===== config.mk =====
export PLATFORM = sky130hd
export DESIGN_NAME = gpio_bank_ctrl
export DESIGN_NICKNAME = d
export VERILOG_FILES = /design/src/rtl/gpio_bank_pkg.sv /design/src/rtl/gpio_sync.sv /design/src/rtl/gpio_pin_regs.sv /design/src/rtl/gpio_out_mux.sv /design/src/rtl/gpio_bank_ctrl.sv
export SDC_FILE = /design/constraint.sdc
export NUM_CORES = 1
export LEC_CHECK = 0
export ABC_AREA = 1
export ABC_CLOCK_PERIOD_IN_PS = 2590
export BUFFER_PORTS_ARGS = -buffer_cell sky130_fd_sc_hd__clkbuf_2
export CAP_MARGIN = 10
export CORE_AREA = 2 2 503 505
export DETAILED_ROUTE_END_ITERATION = 10
export DIE_AREA = 0 0 505 507
export PLACE_DENSITY_LB_ADDON = 0.15
export SETUP_SLACK_MARGIN = 0.4
export SYNTH_ARGS = -nofsm -noshare
export SYNTH_HDL_FRONTEND = slang
export SYNTH_SLANG_ARGS = --single-unit

===== constraint.sdc =====
create_clock -name clk -period 2.59 [get_ports clk]
set_clock_uncertainty 0.05 [all_clocks]
set_input_delay 0.6475 -clock clk [delete_from_list [all_inputs] [get_ports clk]]
set_output_delay 0.6475 -clock clk [all_outputs]
set_load 0.02 [all_outputs]

===== src/rtl/gpio_bank_pkg.sv =====
package gpio_bank_pkg;

   localparam int unsigned WORD_W = 32;

   typedef enum logic [1:0] {
      KIND_LEVEL = 2'd0,
      KIND_DIR   = 2'd1,
      KIND_SET   = 2'd2,
      KIND_CLR   = 2'd3
   } reg_kind_e;

   // byte offset of one bank of one register kind; the last bank lives in a high window
   function automatic int unsigned bank_offset(input int unsigned kind,
                                               input int unsigned bank,
                                               input int unsigned num_banks,
                                               input int unsigned high_base);
      int unsigned stride;
      stride = 4 * (num_banks - 1);
      if (bank == num_banks - 1)
         return high_base + kind * stride;
      return kind * stride + bank * 4;
   endfunction

endpackage


===== src/rtl/gpio_sync.sv =====
module gpio_sync #(
   parameter int unsigned WIDTH  = 121,
   parameter int unsigned STAGES = 2
) (
   input  logic             clk,
   input  logic             rst_n,
   input  logic [WIDTH-1:0] din,
   output logic [WIDTH-1:0] dout
);
   generate
      if (STAGES < 2) begin : g_bad_stages
         $error("gpio_sync needs at least two stages");
      end
   endgenerate

   logic [WIDTH-1:0] stg_q [STAGES];

   always_ff @(posedge clk or negedge rst_n) begin
      if (!rst_n) begin
         for (int s = 0; s < STAGES; s++) stg_q[s] <= '0;
      end else begin
         stg_q[0] <= din;
         for (int s = 1; s < STAGES; s++) stg_q[s] <= stg_q[s-1];
      end
   end

   assign dout = stg_q[STAGES-1];

   generate
      if (STAGES == 2) begin : g_lat_chk
         logic [1:0] since_rst;
         always_ff @(posedge clk or negedge rst_n) begin
            if (!rst_n) since_rst <= '0;
            else if (since_rst != 2'd3) since_rst <= since_rst + 2'd1;
         end
         AST_SYNC_LATENCY: assert property (@(posedge clk) disable iff (!rst_n)
            (since_rst == 2'd3) |-> (dout == $past(din, 2)))
            else $error("sync latency");
      end
   endgenerate
endmodule


===== src/rtl/gpio_pin_regs.sv =====
module gpio_pin_regs #(
   parameter int unsigned NUM_PINS = 121
) (
   input  logic                  clk,
   input  logic                  rst_n,
   input  logic [NUM_PINS-1:0]   dir_wr,
   input  logic [NUM_PINS-1:0]   dir_val,
   input  logic [NUM_PINS-1:0]   set_p,
   input  logic [NUM_PINS-1:0]   clr_p,
   input  logic [NUM_PINS-1:0]   af_wr,
   input  logic [2*NUM_PINS-1:0] af_val,
   output logic [NUM_PINS-1:0]   dir_q,
   output logic [NUM_PINS-1:0]   lat_q,
   output logic [2*NUM_PINS-1:0] af_q
);
   generate
      for (genvar p = 0; p < NUM_PINS; p++) begin : g_pin
         always_ff @(posedge clk or negedge rst_n) begin
            if (!rst_n) begin
               dir_q[p]       <= 1'b0;
               lat_q[p]       <= 1'b0;
               af_q[2*p +: 2] <= 2'b00;
            end else begin
               if (dir_wr[p]) dir_q[p] <= dir_val[p];
               if (set_p[p])      lat_q[p] <= 1'b1;
               else if (clr_p[p]) lat_q[p] <= 1'b0;
               if (af_wr[p]) af_q[2*p +: 2] <= af_val[2*p +: 2];
            end
         end

         AST_SET_RAISES: assert property (@(posedge clk) disable iff (!rst_n)
            set_p[p] |=> lat_q[p]) else $error("set strobe");
         AST_CLR_LOWERS: assert property (@(posedge clk) disable iff (!rst_n)
            (clr_p[p] && !set_p[p]) |=> !lat_q[p]) else $error("clr strobe");
         AST_LATCH_HOLDS: assert property (@(posedge clk) disable iff (!rst_n)
            (!set_p[p] && !clr_p[p]) |=> $stable(lat_q[p])) else $error("latch hold");
      end
   endgenerate
endmodule


===== src/rtl/gpio_out_mux.sv =====
module gpio_out_mux #(
   parameter int unsigned NUM_PINS = 121,
   parameter int unsigned NUM_ALT  = 3
) (
   input  logic [NUM_PINS-1:0]         lat_q,
   input  logic [NUM_PINS-1:0]         dir_q,
   input  logic [2*NUM_PINS-1:0]       af_q,
   input  logic [NUM_ALT*NUM_PINS-1:0] alt_out,
   input  logic [NUM_ALT*NUM_PINS-1:0] alt_oe,
   output logic [NUM_PINS-1:0]         pad_out,
   output logic [NUM_PINS-1:0]         pad_oe
);
   generate
      if (NUM_ALT != 3) begin : g_bad_alt
         $error("two-bit codes select exactly three alternate sources");
      end
      for (genvar p = 0; p < NUM_PINS; p++) begin : g_pin
         always_comb begin
            unique case (af_q[2*p +: 2])
               2'd1:    begin pad_out[p] = alt_out[p];              pad_oe[p] = alt_oe[p]; end
               2'd2:    begin pad_out[p] = alt_out[NUM_PINS + p];   pad_oe[p] = alt_oe[NUM_PINS + p]; end
               2'd3:    begin pad_out[p] = alt_out[2*NUM_PINS + p]; pad_oe[p] = alt_oe[2*NUM_PINS + p]; end
               default: begin pad_out[p] = lat_q[p];                pad_oe[p] = dir_q[p]; end
            endcase
         end
      end
   endgenerate
endmodule


===== src/rtl/gpio_bank_ctrl.sv =====
module gpio_bank_ctrl
   import gpio_bank_pkg::*;
#(
   parameter int unsigned NUM_PINS    = 121,
   parameter int unsigned ADDR_W      = 9,
   parameter int unsigned SYNC_STAGES = 2,
   parameter int unsigned HIGH_BASE   = 256,
   parameter int unsigned NUM_ALT     = 3
) (
   input  logic                         clk,
   input  logic                         rst_n,
   input  logic [ADDR_W-1:0]            bus_addr,
   input  logic                         bus_we,
   input  logic [31:0]                  bus_wdata,
   output logic [31:0]                  bus_rdata,
   input  logic [NUM_PINS-1:0]          pad_in,
   input  logic [NUM_ALT*NUM_PINS-1:0]  alt_out,
   input  logic [NUM_ALT*NUM_PINS-1:0]  alt_oe,
   output logic [NUM_PINS-1:0]          pad_out,
   output logic [NUM_PINS-1:0]          pad_oe,
   output logic [NUM_PINS-1:0]          pin_level
);
   localparam int unsigned NUM_BANKS  = (NUM_PINS + WORD_W - 1) / WORD_W;
   localparam int unsigned PADDED     = NUM_BANKS * WORD_W;
   localparam int unsigned AF_PER_WD  = WORD_W / 2;
   localparam int unsigned AF_WORDS   = (NUM_PINS + AF_PER_WD - 1) / AF_PER_WD;
   localparam int unsigned AF_PADDED  = AF_WORDS * WORD_W;
   localparam int unsigned AF_BASE    = 4 * 4 * (NUM_BANKS - 1);

   generate
      if (NUM_BANKS < 2) begin : g_bad_banks
         $error("at least two banks are required");
      end
      if (AF_BASE + 4 * AF_WORDS > HIGH_BASE) begin : g_bad_map
         $error("function-code words overlap the high bank window");
      end
      if ((HIGH_BASE + 4 * 4 * (NUM_BANKS - 1)) > (1 << ADDR_W)) begin : g_bad_addr
         $error("address width too small for the register map");
      end
   endgenerate

   logic [NUM_PINS-1:0]   dir_q, lat_q;
   logic [2*NUM_PINS-1:0] af_q;
   logic [NUM_BANKS-1:0]  hit_dir, hit_set, hit_clr;
   logic [AF_WORDS-1:0]   hit_af;
   logic [NUM_PINS-1:0]   dir_wr, dir_val, set_p, clr_p, af_wr;
   logic [2*NUM_PINS-1:0] af_val;

   // ---- write decode -------------------------------------------------
   always_comb begin
      for (int b = 0; b < NUM_BANKS; b++) begin
         hit_dir[b] = bus_we && (bus_addr == ADDR_W'(bank_offset(KIND_DIR, b, NUM_BANKS, HIGH_BASE)));
         hit_set[b] = bus_we && (bus_addr == ADDR_W'(bank_offset(KIND_SET, b, NUM_BANKS, HIGH_BASE)));
         hit_clr[b] = bus_we && (bus_addr == ADDR_W'(bank_offset(KIND_CLR, b, NUM_BANKS, HIGH_BASE)));
      end
      for (int k = 0; k < AF_WORDS; k++)
         hit_af[k] = bus_we && (bus_addr == ADDR_W'(AF_BASE + 4 * k));
      for (int p = 0; p < NUM_PINS; p++) begin
         dir_wr[p]        = hit_dir[p / WORD_W];
         dir_val[p]       = bus_wdata[p % WORD_W];
         set_p[p]         = hit_set[p / WORD_W] && bus_wdata[p % WORD_W];
         clr_p[p]         = hit_clr[p / WORD_W] && bus_wdata[p % WORD_W];
         af_wr[p]         = hit_af[p / AF_PER_WD];
         af_val[2*p +: 2] = bus_wdata[2 * (p % AF_PER_WD) +: 2];
      end
   end

   gpio_pin_regs #(.NUM_PINS(NUM_PINS)) regs_i (
      .clk(clk), .rst_n(rst_n),
      .dir_wr(dir_wr), .dir_val(dir_val), .set_p(set_p), .clr_p(clr_p),
      .af_wr(af_wr), .af_val(af_val),
      .dir_q(dir_q), .lat_q(lat_q), .af_q(af_q)
   );

   gpio_sync #(.WIDTH(NUM_PINS), .STAGES(SYNC_STAGES)) sync_i (
      .clk(clk), .rst_n(rst_n), .din(pad_in), .dout(pin_level)
   );

   gpio_out_mux #(.NUM_PINS(NUM_PINS), .NUM_ALT(NUM_ALT)) mux_i (
      .lat_q(lat_q), .dir_q(dir_q), .af_q(af_q),
      .alt_out(alt_out), .alt_oe(alt_oe),
      .pad_out(pad_out), .pad_oe(pad_oe)
   );

   // ---- read mux (set/clear and unmapped read as zero) -----------------
   logic [PADDED-1:0]    lvl_pad, dir_pad;
   logic [AF_PADDED-1:0] af_pad;
   assign lvl_pad = PADDED'(pin_level);
   assign dir_pad = PADDED'(dir_q);
   assign af_pad  = AF_PADDED'(af_q);

   always_comb begin
      bus_rdata = '0;
      for (int b = 0; b < NUM_BANKS; b++) begin
         if (bus_addr == ADDR_W'(bank_offset(KIND_LEVEL, b, NUM_BANKS, HIGH_BASE)))
            bus_rdata = lvl_pad[b*WORD_W +: WORD_W];
         if (bus_addr == ADDR_W'(bank_offset(KIND_DIR, b, NUM_BANKS, HIGH_BASE)))
            bus_rdata = dir_pad[b*WORD_W +: WORD_W];
      end
      for (int k = 0; k < AF_WORDS; k++)
         if (bus_addr == ADDR_W'(AF_BASE + 4 * k))
            bus_rdata = af_pad[k*WORD_W +: WORD_W];
   end

   AST_RESET_ALL_INPUTS: assert property (@(posedge clk) disable iff (!rst_n)
      $rose(rst_n) |-> (pad_oe == '0)) else $error("pads driven after reset");
   AST_STROBE_READ_ZERO: assert property (@(posedge clk) disable iff (!rst_n)
      (bus_addr == ADDR_W'(bank_offset(KIND_SET, 0, NUM_BANKS, HIGH_BASE))) |-> (bus_rdata == '0))
      else $error("set register readable");
   AST_ONE_STROBE: assert property (@(posedge clk) disable iff (!rst_n)
      $countones({|set_p, |clr_p}) <= 1) else $error("set and clear together");
endmodule


==> flow_metrics.py, run 1 <==
metrics = {
    "setup_path": {
        "path_class": "in -> out",
        "cpMostUsedCell": "nor2_4",
        "crit_buf_inv": 6,
        "critPathMaxFanout": 8,
        "slowest_delay_ns": 0.27,
        "required_ns": 1.89,
        "critPathSlowestCell": "nand4_1",
        "cp-end-kind": "primary output",
        "crit_path_start_kind": "input pin",
        "crit_chain": "clkbuf_16 -> nor2_4 -> buf_12 -> nand2_8 -> nor2_4 -> nand2_4 -> buf_12 -> buf_8 -> nor2_4 -> nor3_2 -> nand4_1 -> o21ai_1 -> nand4_1 -> buf_4 -> nor2_4 -> nand4_1 -> clkbuf_8",
        "arrival_ns": 3.01,
        "critPathTopFamily": "simple AND/OR/NAND/NOR gates",
    },
    "cells_and_area": {
        "syn2layout_area_growth_pct": 76.58,
        "final_nets": 7346,
        "drive_above_1_share_pct": 49.70,
        "n_fill_cell": 27650,
        "utilization_pct": 25.32,
        "final_cell_mix": "clkbuf_2 (1021), nand2_1 (936), o21ai_0 (606), dfrtp_1 (517), buf_4 (465)",
        "fin_area_mm2": 0.06343,
        "final_cell_count_no_fill": 9922,
        "layout_commonest_cell": "clkbuf_2",
    },
    "cts": {
        "clk_latency_ns": 0.76,
        "clock-sinks": 726,
        "htreeDepth": 3,
        "cts_buffers": 101,
        "tritoncts": "done",
        "cts_max_path_buffers": 3,
        "path_clk_slew_ns": 0.06,
        "cts-root-buf": "clkbuf_16",
    },
    "floorplan": {
        "io_pins": 1286,
        "fp-row-count": 184,
        "die_y_um": 507,
        "die_x_um": 505,
        "initial_core_util_pct": 14.34,
        "die_area_mm2": 0.2560,
        "core_mm2": 0.2505,
    },
    "timing": {
        "finalCriticalPeriod_ns": 3.707,
        "fin_ws_ns": -1.117,
        "max_freq_ghz": 0.2698,
        "rsz0062_at_grt": "true",
        "whs_ns": 0.2879,
        "tns_ns": -32.90,
        "setup_viol": 81,
        "hold_violations": 0,
        "worstMarginPinSlew_ns": 0.8260,
        "fin_crit_sh_pct": 143.1,
        "maxSlewHeadroom_pct": 44.93,
        "slew_violations": 0,
    },
    "power_and_ir_drop": {
        "p_per_area_mw_per_mm2": 511.0,
        "pwr-share-seq_pct": 38.1,
        "vdd_drop_max_v": 0.0004654,
        "power.switching_mw": 9.486,
        "p_int_mw": 22.92,
        "pwr-share-clk_pct": 47.5,
        "pwr-share-comb_pct": 14.4,
        "p_leak_nw": 28.12,
        "power.total_mw": 32.41,
        "switching_share_pct": 29.27,
    },
    "yosys": {
        "synth_compound_area_share_pct": 11.38,
        "syn_inst": 4577,
        "synthXorXnorAreaFrac_pct": 0,
        "synth_adder_area_share_pct": 0,
        "synth-simple-area-share_pct": 29.15,
        "avgSynthCellArea_um2": 7.848,
        "muxShareOfSynthArea_pct": 0,
        "synth_top_family_by_area": "simple AND/OR/NAND/NOR gates",
        "ys_warn_count": 0,
        "ys_seq_elements": 726,
        "ys_types": 34,
        "ys_seq_area_share_pct": 50.57,
        "synth_nets": 5468,
        "synthesis.area_mm2": 0.03592,
    },
    "drt": {
        "vias": 42140,
        "routedWlPerCell_um": 29.73,
        "initialDrtViolationCount": 2905,
        "totalWireLength_mm": 295.0,
        "drc": 0,
        "via_per_inst": 4.247,
        "ant_nets": 0,
        "drt_pass1_iterations": 6,
    },
    "status": {
        "violations": "negative setup slack",
        "status": "finished, violations left",
    },
    "grt": {
        "antenna_found_initial": 74,
        "grt_pass1_vias": 42840,
        "overflow": 0,
        "grt_max_degree": 91,
        "grt_pass1_wl_mm": 386.8,
        "track_usage_pct": 22.33,
    },
    "placement": {
        "placed_area_mm2": 0.04981,
        "io_buffers": 1285,
        "dpl.cell_count": 9321,
        "place_congestion": 0.9059,
        "hpwl_mm": 242.7,
        "place_ws_ns": -1.698,
    },
    "worst_hold_path": {
        "hold_path_class": "reg -> reg",
    },
    "run": {
        "cap_viol_max_count": 0,
    },
}
-- cell type report --
cell class	count	area, um2	area share [%]
sequential	726	18430	29.05
timing repair buffer	2188	17940	28.28
multi-input combinational	3133	17840	28.12
tap	3348	4189	6.604
clock buffer	133	2778	4.379
inverter	305	1336	2.107
clock inverter	54	835.8	1.318
antenna	35	87.58	0.1381
-- sequential cells by signal, indices dropped and copies added, names as in the netlist --
signal / flops
regs_i.af_q: 242
regs_i.dir_q: 121
regs_i.lat_q: 121
sync_i.dout: 121
sync_i.stg_q: 121
-- routing by layer --
layer  track usage (%)  wire length [um]  vias up
li1                  -                 -    19200
met1             28.73            127600    21020
met2             37.18            138600     1619
met3             4.501             18410      303
met4             7.364             10340        8
met5                 0                52        -
-- kinds of logic (layout without fill, tap and decap cells) --
family	count (synthesis)	in the layout
buffers and inverters	718	2680
AND/OR/NAND/NOR	2350	2350
other	0	35
AO/OA/AOI/OAI	783	783
flip-flops	726	726
-- timing repair --
action                                  in CTS  in global routing
setup buffers                              203                 51
gates cloned                                 2                  1
pin swaps                                  289                233
hold buffers                               122                  0
endpoints found under the hold margin      136                  0
endpoints found under the setup margin     395                426
resized for setup                         1551                537
-- path summary, 6_finish.rpt --
kind / slack (ns) / to / cells past startpoint / start
worst max-delay path: -1.12 / bus_rdata[7] / 17 / bus_addr[7]
worst min-delay path: 0.29 / sync_i.dout[6] / 0 / sync_i.stg_q[127]
worst max register to register: 1.49 / regs_i.af_q[7] / 4 / regs_i.af_q[7]
worst min register to register: 0.29 / sync_i.dout[6] / 0 / sync_i.stg_q[127]
max in group asynchronous: 1.11 / sync_i.stg_q[137] / 4 / rst_n
min in group asynchronous: 0.39 / sync_i.stg_q[238] / 2 / rst_n
-- synth_stat cells --
cell type	n	area (um2)
buf_4	125	938.4
o21ai_0	635	3178
nand3_1	597	2988
nor2_1	310	1164
dfrtp_1	726	18170
a32oi_1	38	332.8
a21oi_1	75	375.4
buf_2	25	125.1
o21bai_1	1	7.510
clkinv_1	1	3.750
nor2_4	6	67.56
nor3b_1	1	7.510
o211ai_1	4	30.03
nor2_2	7	43.79
or2_1	3	18.77
nand2_1	1107	4155
and3_1	1	6.260
a22oi_1	1	7.510
inv_1	293	1100
nand2_4	1	11.26
or2_2	5	31.28
o21ai_1	22	110.1
or2_0	6	37.54
clkbuf_1	262	983.4
nor3_1	16	80.08
a221oi_1	1	8.760
nand3_2	6	60.06
nor3_2	6	60.06
inv_2	11	41.29
nand2_2	6	37.54
o22ai_1	5	31.28
a211oi_1	1	7.510
nand4_1	272	1702
buf_1	1	3.750
-- power groups by stage --
stage               Combinational (mW)  Sequential [mW]  Clock, mW
CTS                               4.58             12.3       15.9
detailed placement                3.79             12.5          0
finish                            4.68             12.3       15.4
floorplan                         1.31             12.1          0
global placement                  3.77             12.5          0
global route                      4.98             12.4       16.3
Power figures use the tool's default switching activity.
==> run 2: changes to the inputs <==
- TNS_END_PERCENT: unset -> 30
==> flow_metrics.py, run 2 (synthesis gave the netlist of run 1 again) <==
metrics = {
    "status": {
        "status": "finished, violations left",
        "violations": "negative setup slack",
    },
    "cts": {
        "clk_latency_ns": 0.76,
        "cts_buffers": 99,
        "path_clk_slew_ns": 0.06,
        "cts-root-buf": "clkbuf_16",
        "htreeDepth": 3,
        "clock-sinks": 726,
        "tritoncts": "done",
        "cts_max_path_buffers": 3,
    },
    "timing": {
        "max_freq_ghz": 0.2701,
        "maxSlewHeadroom_pct": 42.85,
        "whs_ns": 0.2128,
        "fin_ws_ns": -1.113,
        "rsz0062_at_grt": "true",
        "hold_violations": 0,
        "worstMarginPinSlew_ns": 0.8572,
        "finalCriticalPeriod_ns": 3.703,
        "setup_viol": 82,
        "tns_ns": -32.84,
        "slew_violations": 0,
        "fin_crit_sh_pct": 143.0,
    },
    "setup_path": {
        "critPathSlowestCell": "nand4_1",
        "crit_chain": "clkbuf_16 -> nor2_4 -> buf_12 -> nand2_8 -> buf_6 -> nor2_4 -> buf_12 -> buf_8 -> nand2_2 -> o211ai_1 -> nor2_1 -> nand4_1 -> nand2_1 -> nand4_1 -> nand2_2 -> nand4_1 -> clkbuf_8",
        "crit_buf_inv": 6,
        "reg2reg_from": "regs_i.af_q[13]",
        "crit_start": "bus_addr[7]",
        "arrival_ns": 3.01,
        "slowest_delay_ns": 0.26,
        "critPathTopFamily": "simple AND/OR/NAND/NOR gates",
        "required_ns": 1.89,
        "path_class": "in -> out",
        "cpMostUsedCell": "nand4_1",
        "cp-end-kind": "primary output",
        "critPathMaxFanout": 6,
        "crit_path_start_kind": "input pin",
    },
    "drt": {
        "drc": 0,
        "via_per_inst": 4.189,
        "initialDrtViolationCount": 2984,
        "ant_nets": 0,
        "totalWireLength_mm": 292.3,
        "routedWlPerCell_um": 29.82,
        "drt_pass1_iterations": 5,
        "vias": 41060,
    },
    "grt": {
        "grt_max_degree": 84,
        "overflow": 0,
        "antenna_found_initial": 80,
        "grt_pass1_vias": 41640,
        "track_usage_pct": 22.09,
        "grt_pass1_wl_mm": 381.7,
    },
    "cells_and_area": {
        "fin_area_mm2": 0.06016,
        "n_fill_cell": 28030,
        "regMostFlops": "regs_i.af_q",
        "syn2layout_area_growth_pct": 67.47,
        "final_nets": 7232,
        "largest_reg_flops": 242,
        "final_cell_count_no_fill": 9801,
        "final_cell_mix": "clkbuf_2 (1118), nand2_1 (975), o21ai_0 (616), dfrtp_1 (588), nand3_1 (537)",
        "drive_above_1_share_pct": 43.96,
        "layout_commonest_cell": "clkbuf_2",
    },
    "power_and_ir_drop": {
        "p_per_area_mw_per_mm2": 522.6,
        "p_leak_nw": 27.11,
        "vdd_drop_max_v": 0.0005411,
    },
    "floorplan": {
        "initial_core_util_pct": 14.34,
        "die_x_um": 505,
        "core_mm2": 0.2505,
        "io_pins": 1286,
        "die_y_um": 507,
        "fp-row-count": 184,
        "die_area_mm2": 0.2560,
    },
    "placement": {
        "io_buffers": 1285,
        "dpl.cell_count": 9294,
        "placed_area_mm2": 0.04977,
        "place_congestion": 0.9440,
        "hpwl_mm": 242.1,
    },
    "run": {
        "cap_viol_max_count": 0,
    },
    "worst_hold_path": {
        "worstHoldStart": "bus_wdata[14]",
        "hold_path_class": "in -> reg",
    },
}
==> run 2: changes by cell type in the layout (fill, tap and decap cells not counted), moves of 66 or more <==
cell / previous run / this run
clkbuf_2: 1021 / 1118
nor2_1: 87 / 153
nand3_2: 112 / 43
dfrtp_2: 209 / 138
dfrtp_1: 517 / 588
nand3_1: 461 / 537
==> run 2: final cells by class <==
cell class	instances	area, um2	share of cell area, %
tap	3348	4189	6.963
multi-input combinational	3133	16750	27.84
inverter	305	1280	2.128
sequential	726	18340	30.49
clock buffer	119	2653	4.409
antenna	34	85.08	0.1414
clock inverter	60	777.0	1.292
timing repair buffer	2076	16090	26.74
==> run 2: worst reg2reg max path: stages, from the launching register on <==
cell and delay, ns:
dfrtp_2 0.48, buf_6 0.15, buf_12 0.13, nand2_1 0.06
o21ai_0 0.07
==> run 2: stage by stage <==
stage                     worst slack [ns]  util (%)  power, mW
after global placement              -1.470     19.87      16.23
final                               -1.113     24.02      31.44
after floorplan                   -0.09865         -      13.43
after CTS                           -1.095     23.19      31.92
after global routing                -1.156     24.00      32.73
after detailed placement            -1.454     19.87      16.24
==> run 2: metal layers <==
layer,track usage [%],wire length [um]
met5,0,89
met4,5.551,7588
met1,28.62,127500
met2,37.64,139800
met3,4.054,17270
==> run 2: worst paths after layout <==
| path | end | slack [ns] | cells past startpoint |
|---|---|---|---|
| min in group asynchronous | regs_i.lat_q[87] | 0.32 | 2 |
| worst max register to register | regs_i.af_q[13] | 1.53 | 4 |
| max in group asynchronous | sync_i.dout[12] | 1.21 | 3 |
| worst max-delay path | bus_rdata[3] | -1.11 | 17 |
| worst min-delay path | regs_i.af_q[174] | 0.21 | 3 |
| worst min register to register | sync_i.dout[64] | 0.29 | 0 |
==> run 2: repair_timing <==
| item | CTS | global route |
|---|---|---|
| gates cloned | 3 | 3 |
| setup buffers | 102 | 64 |
| hold endpoints to repair | 136 | 0 |
| resized for setup | 818 | 565 |
| hold buffers | 122 | 0 |
| endpoints found under the setup margin | 391 | 382 |
| pin swaps | 185 | 184 |
==> run 2: report_power, final <==
part / internal, mW / leakage (nW) / switching [mW]
Sequential: 11.7 / 9.31 / 0.585
Clock: 8.64 / 1.67 / 6.21
Combinational: 1.70 / 16.1 / 2.55
Total: 22.1 / 27.1 / 9.34
